`src/rtl/loopsync_pkg.sv`:
```
package loopsync_pkg;
  typedef enum logic [1:0] {
    OP_IDLE = 2'b00,
    OP_EMIT = 2'b01,
    OP_WAIT = 2'b10,
    OP_REL  = 2'b11
  } ctl_op_e;
endpackage

```
`src/rtl/loopsync_decode.sv`:
```
module loopsync_decode
  import loopsync_pkg::*;
(
  input  ctl_op_e op,
  input  logic    pend,
  output logic    adv,
  output logic    word_en,
  output logic    rel_en,
  output logic    consume
);
  always_comb begin
    word_en = (op != OP_IDLE);
    rel_en  = (op == OP_REL);
    consume = (op == OP_WAIT) && pend;
    adv     = (op == OP_EMIT) || (op == OP_REL) || consume;
  end
endmodule

```
`src/rtl/loopsync_route.sv`:
```
module loopsync_route #(
  parameter int NCTL = 4,
  parameter int ID_W = 2
) (
  input  logic [NCTL-1:0]      rel_en,
  input  logic [NCTL*ID_W-1:0] tgt,
  output logic [NCTL-1:0]      hit
);
  always_comb begin
    hit = '0;
    for (int src = 0; src < NCTL; src++) begin
      if (rel_en[src]) begin
        for (int dst = 0; dst < NCTL; dst++) begin
          if (tgt[src*ID_W +: ID_W] == ID_W'(dst)) hit[dst] = 1'b1;
        end
      end
    end
  end
endmodule

```
`src/rtl/loopsync_pend.sv`:
```
module loopsync_pend #(
  parameter int NCTL = 4
) (
  input  logic            clk,
  input  logic            rst_n,
  input  logic [NCTL-1:0] hit,
  input  logic [NCTL-1:0] consume,
  output logic [NCTL-1:0] pend_q
);
  logic [NCTL-1:0] pend_d;
  logic [NCTL-1:0] pend_en;

  always_comb begin
    for (int n = 0; n < NCTL; n++) begin
      pend_en[n] = hit[n] | consume[n];
      // a new release wins over a consumption in the same cycle
      pend_d[n]  = hit[n];
    end
  end

  genvar g;
  generate
    for (g = 0; g < NCTL; g++) begin : g_flag
      always_ff @(posedge clk or negedge rst_n) begin
        if (!rst_n)          pend_q[g] <= 1'b0;
        else if (pend_en[g]) pend_q[g] <= pend_d[g];
      end
    end
  endgenerate
endmodule

```
`src/rtl/loopsync_merge.sv`:
```
module loopsync_merge #(
  parameter int NCTL   = 4,
  parameter int WORD_W = 8
) (
  input  logic [NCTL*WORD_W-1:0] words,
  input  logic [NCTL-1:0]        word_en,
  output logic [WORD_W-1:0]      merged
);
  logic [WORD_W-1:0] gated [NCTL];

  genvar g;
  generate
    for (g = 0; g < NCTL; g++) begin : g_gate
      assign gated[g] = word_en[g] ? words[g*WORD_W +: WORD_W] : '0;
    end
  endgenerate

  always_comb begin
    merged = '0;
    for (int n = 0; n < NCTL; n++) merged = merged | gated[n];
  end
endmodule

```
`src/rtl/loopsync_hub.sv`:
```
module loopsync_hub
  import loopsync_pkg::*;
#(
  parameter int NCTL   = 4,
  parameter int WORD_W = 8,
  localparam int ID_W  = (NCTL > 1) ? $clog2(NCTL) : 1
) (
  input  logic                   clk,
  input  logic                   rst_n,
  input  logic [2*NCTL-1:0]      op_i,
  input  logic [ID_W*NCTL-1:0]   tgt_i,
  input  logic [WORD_W*NCTL-1:0] word_i,
  output logic [NCTL-1:0]        adv_o,
  output logic [WORD_W-1:0]      merged_o
);
  logic [1:0]      rst_sync_q;
  logic            rst_sync_n;
  logic [NCTL-1:0] pend_w;
  logic [NCTL-1:0] word_en;
  logic [NCTL-1:0] rel_en;
  logic [NCTL-1:0] consume;
  logic [NCTL-1:0] hit;

  always_ff @(posedge clk or negedge rst_n) begin
    if (!rst_n) rst_sync_q <= 2'b00;
    else        rst_sync_q <= {rst_sync_q[0], 1'b1};
  end
  assign rst_sync_n = rst_sync_q[1];

  genvar g;
  generate
    for (g = 0; g < NCTL; g++) begin : g_port
      loopsync_decode u_dec (
        .op      (ctl_op_e'(op_i[2*g +: 2])),
        .pend    (pend_w[g]),
        .adv     (adv_o[g]),
        .word_en (word_en[g]),
        .rel_en  (rel_en[g]),
        .consume (consume[g])
      );
    end
  endgenerate

  loopsync_route #(.NCTL(NCTL), .ID_W(ID_W)) u_route (
    .rel_en (rel_en),
    .tgt    (tgt_i),
    .hit    (hit)
  );

  loopsync_pend #(.NCTL(NCTL)) u_pend (
    .clk     (clk),
    .rst_n   (rst_sync_n),
    .hit     (hit),
    .consume (consume),
    .pend_q  (pend_w)
  );

  loopsync_merge #(.NCTL(NCTL), .WORD_W(WORD_W)) u_merge (
    .words   (word_i),
    .word_en (word_en),
    .merged  (merged_o)
  );
endmodule

```
`config.mk`:
```
export PLATFORM = sky130hd
export DESIGN_NAME = loopsync_hub
export DESIGN_NICKNAME = d
export VERILOG_FILES = /design/src/rtl/loopsync_pkg.sv /design/src/rtl/loopsync_decode.sv /design/src/rtl/loopsync_route.sv /design/src/rtl/loopsync_pend.sv /design/src/rtl/loopsync_merge.sv /design/src/rtl/loopsync_hub.sv
export SDC_FILE = /design/constraint.sdc
export NUM_CORES = 1
export LEC_CHECK = 0
export CAP_MARGIN = 10
export CORE_MARGIN = 1.5
export CORE_UTILIZATION = 31
export DETAILED_ROUTE_END_ITERATION = 10
export PLACE_DENSITY = 0.84
export SYNTH_ARGS = -nofsm -noshare
export SYNTH_HDL_FRONTEND = slang
export SYNTH_SLANG_ARGS = --single-unit
```
`constraint.sdc`:
```
create_clock -name clk -period 2.6 [get_ports clk]
set_clock_uncertainty 0.15 [all_clocks]
set_input_delay 0.52 -clock clk [delete_from_list [all_inputs] [get_ports clk]]
set_output_delay 0.52 -clock clk [all_outputs]
set_load 0.05 [all_outputs]
```
* After elaboration in Yosys (flattened, before gate mapping)
Index checks and enable logic that the tools add are counted.
** Cells by class
- Bitwise gates (word level) :: 7
- Equality and inequality tests :: 24
- Reduce and logical (&&, ||, !) cells :: 20
- Multiplexer cells :: 24
** Operators with widths (number)
- $eq 2x2->1 const B :: 16
- $mux 8 :: 4
- $or 8x8->8 :: 3
- $eq 2x1->1 const B :: 8
- $mux 1 :: 16
- $mux 4 :: 4
- $logic_not 2->1 :: 4
- $logic_or 1x1->1 :: 8
- $reduce_bool 2->1 :: 4
- $logic_and 1x1->1 :: 4
- $or 1x1->1 :: 4
** Word-level totals
- Output and inout bits :: 12
- Logic and storage cells :: 80
- Input bits :: 50
- Register bits after elaboration :: 6

* Longest topological paths before layout
Gate-level depths: netlist (run 1).
- Word-level depth :: 10
- Gate-level depth with buffers :: 4
- Gate-level depth less buffers :: 3

* By module
Synthesis (run 1) repeated with hierarchy kept, for this count alone.
** Unflattened totals
- Cell total of the unflattened synthesis :: 81
- Area total of the unflattened synthesis :: 628.1 µm²
** By module, submodules not included
- loopsync_merge :: sequential area each 0.0 µm², area each 170.2 µm², times used 1, cells each 28
- loopsync_pend :: sequential area each 100.1 µm², area each 145.1 µm², times used 1, cells each 12
- loopsync_route :: sequential area each 0.0 µm², area each 133.9 µm², times used 1, cells each 22
- loopsync_decode :: sequential area each 0.0 µm², area each 31.3 µm², times used 4, cells each 4
- loopsync_hub :: sequential area each 50.0 µm², area each 53.8 µm², times used 1, cells each 3

* Worst setup path after synthesis (run 1)
No wires, ideal clock.
- Kind :: input port to output port
- From :: in op_i[5]
- To :: out merged_o[4]
- Stages :: 4
- Arrival :: 1.356 ns
- Setup slack :: 0.574 ns
- Buffers on the path :: 1
- Data required time :: 1.930 ns
- Cell sequence :: or2_1 buf_2 a22oi_1 nand2_1
** On the way
- Cells in the longest elaborated chain, start to end :: 4
** Ends and longest elaborated chain
- start, declared :: RTL line loopsync_hub.sv:10 : input logic [2*NCTL-1:0] op_i,
- $reduce_bool 2->1 :: RTL line loopsync_decode.sv:12 : word_en = (op != OP_IDLE);
- $mux 8 :: RTL line loopsync_merge.sv:14 : assign gated[g] = word_en[g] ? words[g*WORD_W +: WORD_W] : '0;
- $or 8x8->8 (2 in series) :: RTL line loopsync_merge.sv:20 : for (int n = 0; n < NCTL; n++) merged = merged | gated[n];
- end, declared :: RTL line loopsync_hub.sv:14 : output logic [WORD_W-1:0] merged_o
Every way passes these cells.

* Worst setup path in the final report (run 1)
- From :: in op_i[3]
- To :: out merged_o[5]
** On the way
- Cells in the longest elaborated chain, start to end :: 5
** Ends and longest elaborated chain (RTL line)
- $reduce_bool 2->1 :: loopsync_decode.sv:12
- $mux 8 :: loopsync_merge.sv:14
- $or 8x8->8 (3 in series) :: loopsync_merge.sv:20
Every way passes these cells.

==> results.json, run 1 <==
{
  "status": "finished clean",
  "clkLatencyLatePin_ns": 0.23,
  "cts_setup_buffers": 0,
  "io_buffers": 61,
  "drc": 0,
  "nNetsFinal": 193,
  "pwr-share-seq": 0.245,
  "leakagePower_uw": 0.0006079,
  "grt_pass1_wl_um": 3477,
  "vdd_drop_max_uv": 281.0,
  "via_per_inst": 5.127,
  "synthFlopType": "dfrtp_1",
  "netlist_area_sq_um": 609.3,
  "drv_slew": 0,
  "post_cts_resized": 0,
  "yosys.cell_types.count": 23,
  "worst_hold_slack_ns": 0.2004,
  "dr.first_iter.drc_count": 17,
  "die_h_um": 47.34,
  "synthCells": 76,
  "max_freq_mhz": 398.8,
  "pre_cts_ws_ns": 0.1012,
  "grt_pass1_vias": 838,
  "cts-root-buf": "clkbuf_4",
  "setup_viol": 0,
  "rsz0062_at_grt": "false",
  "worst_slack_ns": 0.09250,
  "final_common_cell": "clkdlybuf4s50_1",
  "antenna_left": 0,
  "routed_wl_um": 2426,
  "critPathLaunchType": "primary input",
  "gp_congestion": 0.8675,
  "swShare": 0.3229,
  "initial_core_util": 0.3418,
  "dp_hpwl_um": 2097,
  "postCtsHoldBufs": 1,
  "layout_common_cells": "clkdlybuf4s50_1 (49), a22oi_1 (16), buf_12 (12), nand2_1 (9), buf_4 (8)",
  "syn_area_per_cell_sq_um": 8.018,
  "synth-seq-cells": 6,
  "synth_edf_count": 0,
  "cts.sinks": 6,
  "coreArea_sq_um": 1783,
  "endpoint_kind": "output pin",
  "arrival_ns": 1.84,
  "ys_seq_area_frac": 0.2464,
  "p_clk_frac": 0.174,
  "wl_per_cell_um": 14.61,
  "clockBufferDepth": 2,
  "layout-drive-gt1-share": 0.1773,
  "fin_crit_ns": 2.508,
  "cap_violations": 0,
  "track_usage": 0.2224,
  "firstDrtPassIters": 3,
  "path_clk_slew_ns": 0.04,
  "die-area_sq_um": 2241,
  "required_ns": 1.93,
  "die_w_um": 47.34,
  "internal_power_uw": 310.4,
  "area_growth_pct": 131.0,
  "grt_max_degree": 9,
  "comb_power_share": 0.581,
  "powerDensity_nw_per_um2": 325.6,
  "rows": 15,
  "yosys_warnings": 0,
  "cts_tree": "built",
  "finalSetupTns_ns": 0,
  "grt_overflow": 0,
  "criticalPathCategory": "in -> out",
  "post-route-period-util": 0.9644,
  "power_uw": 458.3,
  "syn_nets": 126,
  "p_sw_uw": 148.0,
  "hold_viol_final": 0,
  "htreeDepth": 1,
  "nFillCells": 120,
  "cp_max_fo": 8,
  "grt_antenna_before_repair": 0,
  "cts_buffers": 3,
  "vias": 851,
  "hold_path.class": "reg -> reg",
  "io_pins": 62,
  "antenna_cells": 0,
  "async_flop_share": 1.000
}
## area by class of cell
cell class	count	area, sq um	share of cell area
repair buffers	70	800.8	0.5689
multi-input cells	57	384.1	0.2729
flip-flops and latches	6	150.1	0.1067
well taps	25	31.28	0.02222
clock buffers	3	22.52	0.01600
inverters	5	18.77	0.01333
## critical path: stages
cell	delay, ns
clkdlybuf4s50_1	0.42
or2_1	0.35
a22oi_1	0.25
nand2_1	0.13
buf_12	0.17
## power by group through the flow
stage	registers (uW)	clock network, uW	logic (uW)
global route	113	90.0	281
global placement	113	0	261
detailed placement	114	0	265
finish	112	80.0	266
CTS	112	85.8	268
floorplan	111	0	109
## final timing paths
kind                                  start  cells past startpoint  slack (ns)                to
setup / recovery                    op_i[3]                      5        0.09       merged_o[5]
hold / removal                rst_sync_q[0]                      0        0.20     rst_sync_q[1]
setup reg to reg           u_pend.pend_q[0]                      2        1.63  u_pend.pend_q[0]
hold reg to reg               rst_sync_q[0]                      0        0.20     rst_sync_q[1]
max in group asynchronous     rst_sync_q[1]                      1        1.67  u_pend.pend_q[1]
min in group asynchronous             rst_n                      1        0.30     rst_sync_q[1]
## per-layer routing
metal / vias up / track usage / part of all wire
met4: 0 / 0.09444 / 0
met3: 0 / 0.05000 / 0.091
met1: 394 / 0.2646 / 0.42
met2: 35 / 0.3811 / 0.49
met5: - / 0 / 0
li1: 422 / - / -
## per-stage QoR
stage | cell area [sq um] | utilization | std cells
floorplan | 609.3 | - | 76
global placement | 1375 | 0.7712 | 162
detailed placement | 1375 | 0.7712 | 162
CTS | 1408 | 0.7895 | 166
global route | 1408 | 0.7895 | 166
finish | 1408 | 0.7895 | 166
## state kept, by name, indices dropped and copies added, names as in the netlist
| signal | count |
|---|---|
| rst_sync_q | 2 |
| u_pend.pend_q | 4 |
## cells in the mapped netlist (all sizes together) (2+ instances only)
cell / instances / area [sq um]
a22oi: 16 / 120.1
nand2: 9 / 33.78
buf: 8 / 56.30
dfrtp: 6 / 150.1
inv: 5 / 18.77
a21o: 4 / 31.28
nand4b: 4 / 35.03
o22ai: 4 / 25.02
or2: 4 / 25.02
o2111ai: 3 / 26.28
and3b: 2 / 17.52
nand3: 2 / 10.01
nand4: 2 / 12.51
## cells by family after synthesis
kind of cell    after synthesis  share of synthesized area
flops                         6                     0.2464
simple gates                 27                     0.2669
compound gates               29                     0.3573
other cells                   1                   0.006154
buf+inv                      13                     0.1232
Note: power is estimated with default switching activity, not from simulation.
==> run 2, diff against run 1 <==
CELL_PAD_IN_SITES_DETAIL_PLACEMENT = 2   (was unset)
CELL_PAD_IN_SITES_GLOBAL_PLACEMENT = 2   (was unset)
CORE_UTILIZATION = 14   (was 31)
PLACE_DENSITY = 0.81   (was 0.84)
==> run 2 against run 1 <==
Cell count is 15% higher; cell area rose by 4.1%; critical path depth unchanged; setup slack gained 0.041 ns; maximum frequency rose by 1.7%; count of clock-buffer cells in the layout stayed put; wire length rose by 29%; first-iteration DRC count rose by 12%; sequential power about the same; clock power is 69% higher; register-to-register slack worse by 0.03 ns; highest routed layer unchanged.
==> results.json, run 2 (same netlist as run 1, synthesis figures left out) <==
{
  "track_usage": 0.1312,
  "cp_max_fo": 8,
  "routed_wl_um": 3135,
  "grt_pass1_wl_um": 4657,
  "via_per_inst": 4.597,
  "rsz0062_at_grt": "false",
  "path_clk_slew_ns": 0.03,
  "place_area_sq_um": 1406,
  "io_pins": 62,
  "antenna_cells": 0,
  "fin_crit_ns": 2.466,
  "setup_viol": 0,
  "use_met1": 0.1498,
  "clkLatencyLatePin_ns": 0.22,
  "drc": 0,
  "hold_viol_final": 0,
  "gp_congestion": 0.7556,
  "area_growth_pct": 140.5,
  "power_uw": 522.8,
  "io_buffers": 61,
  "cts_tree": "built",
  "initial_core_util": 0.1491,
  "die_h_um": 68.97,
  "coreArea_sq_um": 4086,
  "cts_buffers": 3,
  "wl_per_cell_um": 16.41,
  "drv_slew": 0,
  "cts-root-buf": "clkbuf_8",
  "powerDensity_nw_per_um2": 356.8,
  "use_met2": 0.2596,
  "clockBufferDepth": 2,
  "arrival_ns": 1.80,
  "antenna_left": 0,
  "vias": 878,
  "max_freq_mhz": 405.5,
  "use_met3": 0.01948,
  "grt_antenna_before_repair": 0,
  "endpoint_kind": "output pin",
  "final_common_cell": "clkdlybuf4s50_1",
  "firstDrtPassIters": 4,
  "cap_violations": 0,
  "hold_path.class": "reg -> reg",
  "vdd_drop_max_uv": 244.8,
  "layout-drive-gt1-share": 0.1986,
  "nNetsFinal": 193,
  "status": "finished clean",
  "dp_hpwl_um": 2631,
  "dr.first_iter.drc_count": 19,
  "criticalPathCategory": "in -> out",
  "die_w_um": 68.97,
  "finalSetupTns_ns": 0,
  "reg_top3": "u_pend.pend_q (4), rst_sync_q (2)",
  "grt_overflow": 0,
  "worst_hold_slack_ns": 0.1978,
  "critPathLaunchType": "primary input",
  "layout_common_cells": "clkdlybuf4s50_1 (49), a22oi_1 (16), buf_12 (12), nand2_1 (9), buf_4 (8)",
  "grt_max_degree": 9,
  "grt_pass1_vias": 995,
  "leakagePower_uw": 0.0006201,
  "htreeDepth": 1,
  "design_area_sq_um": 1465,
  "grt_most_used_layer": "met2",
  "required_ns": 1.93,
  "post-route-period-util": 0.9486,
  "regMostFlops": "u_pend.pend_q",
  "rows": 23,
  "die-area_sq_um": 4757,
  "largest_reg_flops": 4,
  "cts.sinks": 6
}
==> run 2: cell count changes in the layout (fill, tap and decap cells not counted) <==
| cell | before | now |
|---|---|---|
| or2_1 | 4 | 1 |
| or2_4 | 0 | 3 |
| clkbuf_4 | 3 | 0 |
| clkbuf_8 | 0 | 3 |
==> run 2: metal layers <==
layer,up-vias,wire [um]
li1,422,-
met1,420,1161
met2,36,1789
met3,0,184
met4,0,0
met5,-,0
==> run 2: final timing paths <==
check | from | to | slack, ns | cells after the start
worst max-delay path | op_i[1] | merged_o[7] | 0.13 | 5
worst min-delay path | rst_sync_q[0] | rst_sync_q[1] | 0.20 | 0
worst max register to register | u_pend.pend_q[3] | u_pend.pend_q[3] | 1.60 | 2
worst min register to register | rst_sync_q[0] | rst_sync_q[1] | 0.20 | 0
max in group asynchronous | rst_sync_q[1] | u_pend.pend_q[3] | 1.67 | 1
min in group asynchronous | rst_n | rst_sync_q[0] | 0.32 | 1
==> run 2: worst max-delay path: stages <==
cell and delay (ns):
clkdlybuf4s50_1 0.42, or2_1 0.37, a22oi_1 0.20, nand2_1 0.12, buf_12 0.17
==> run 2: final cells by class <==
type	instances	area (sq um)
Tap cell	50	62.56
Sequential cell	6	150.1
Timing Repair Buffer	70	800.8
Fill cell	443	2621
Inverter	5	18.77
Multi-Input combinational cell	57	391.6
Clock buffer	3	41.29
==> run 2: timing repair <==
action	4_1_cts	5_1_grt
setup endpoints to repair	0	8
hold buffers	1	0
gates resized for setup	0	3
hold endpoints to repair	4	0
buffers inserted	0	0
==> run 2: through the flow <==
step                worst slack, ns    util  instances
floorplan                    0.5737       -         76
global placement            0.09931  0.3442        187
detailed placement          0.05216  0.3442        187
finish                       0.1338  0.3585        191
CTS                         0.04467  0.3567        191
global route                0.04506  0.3585        191
==> run 2: where the power goes <==
group          switching [uW]  internal [uW]  total [uW]
clock                    36.0           99.1         135
combinational             120            155         276
sequential               6.64            106         112
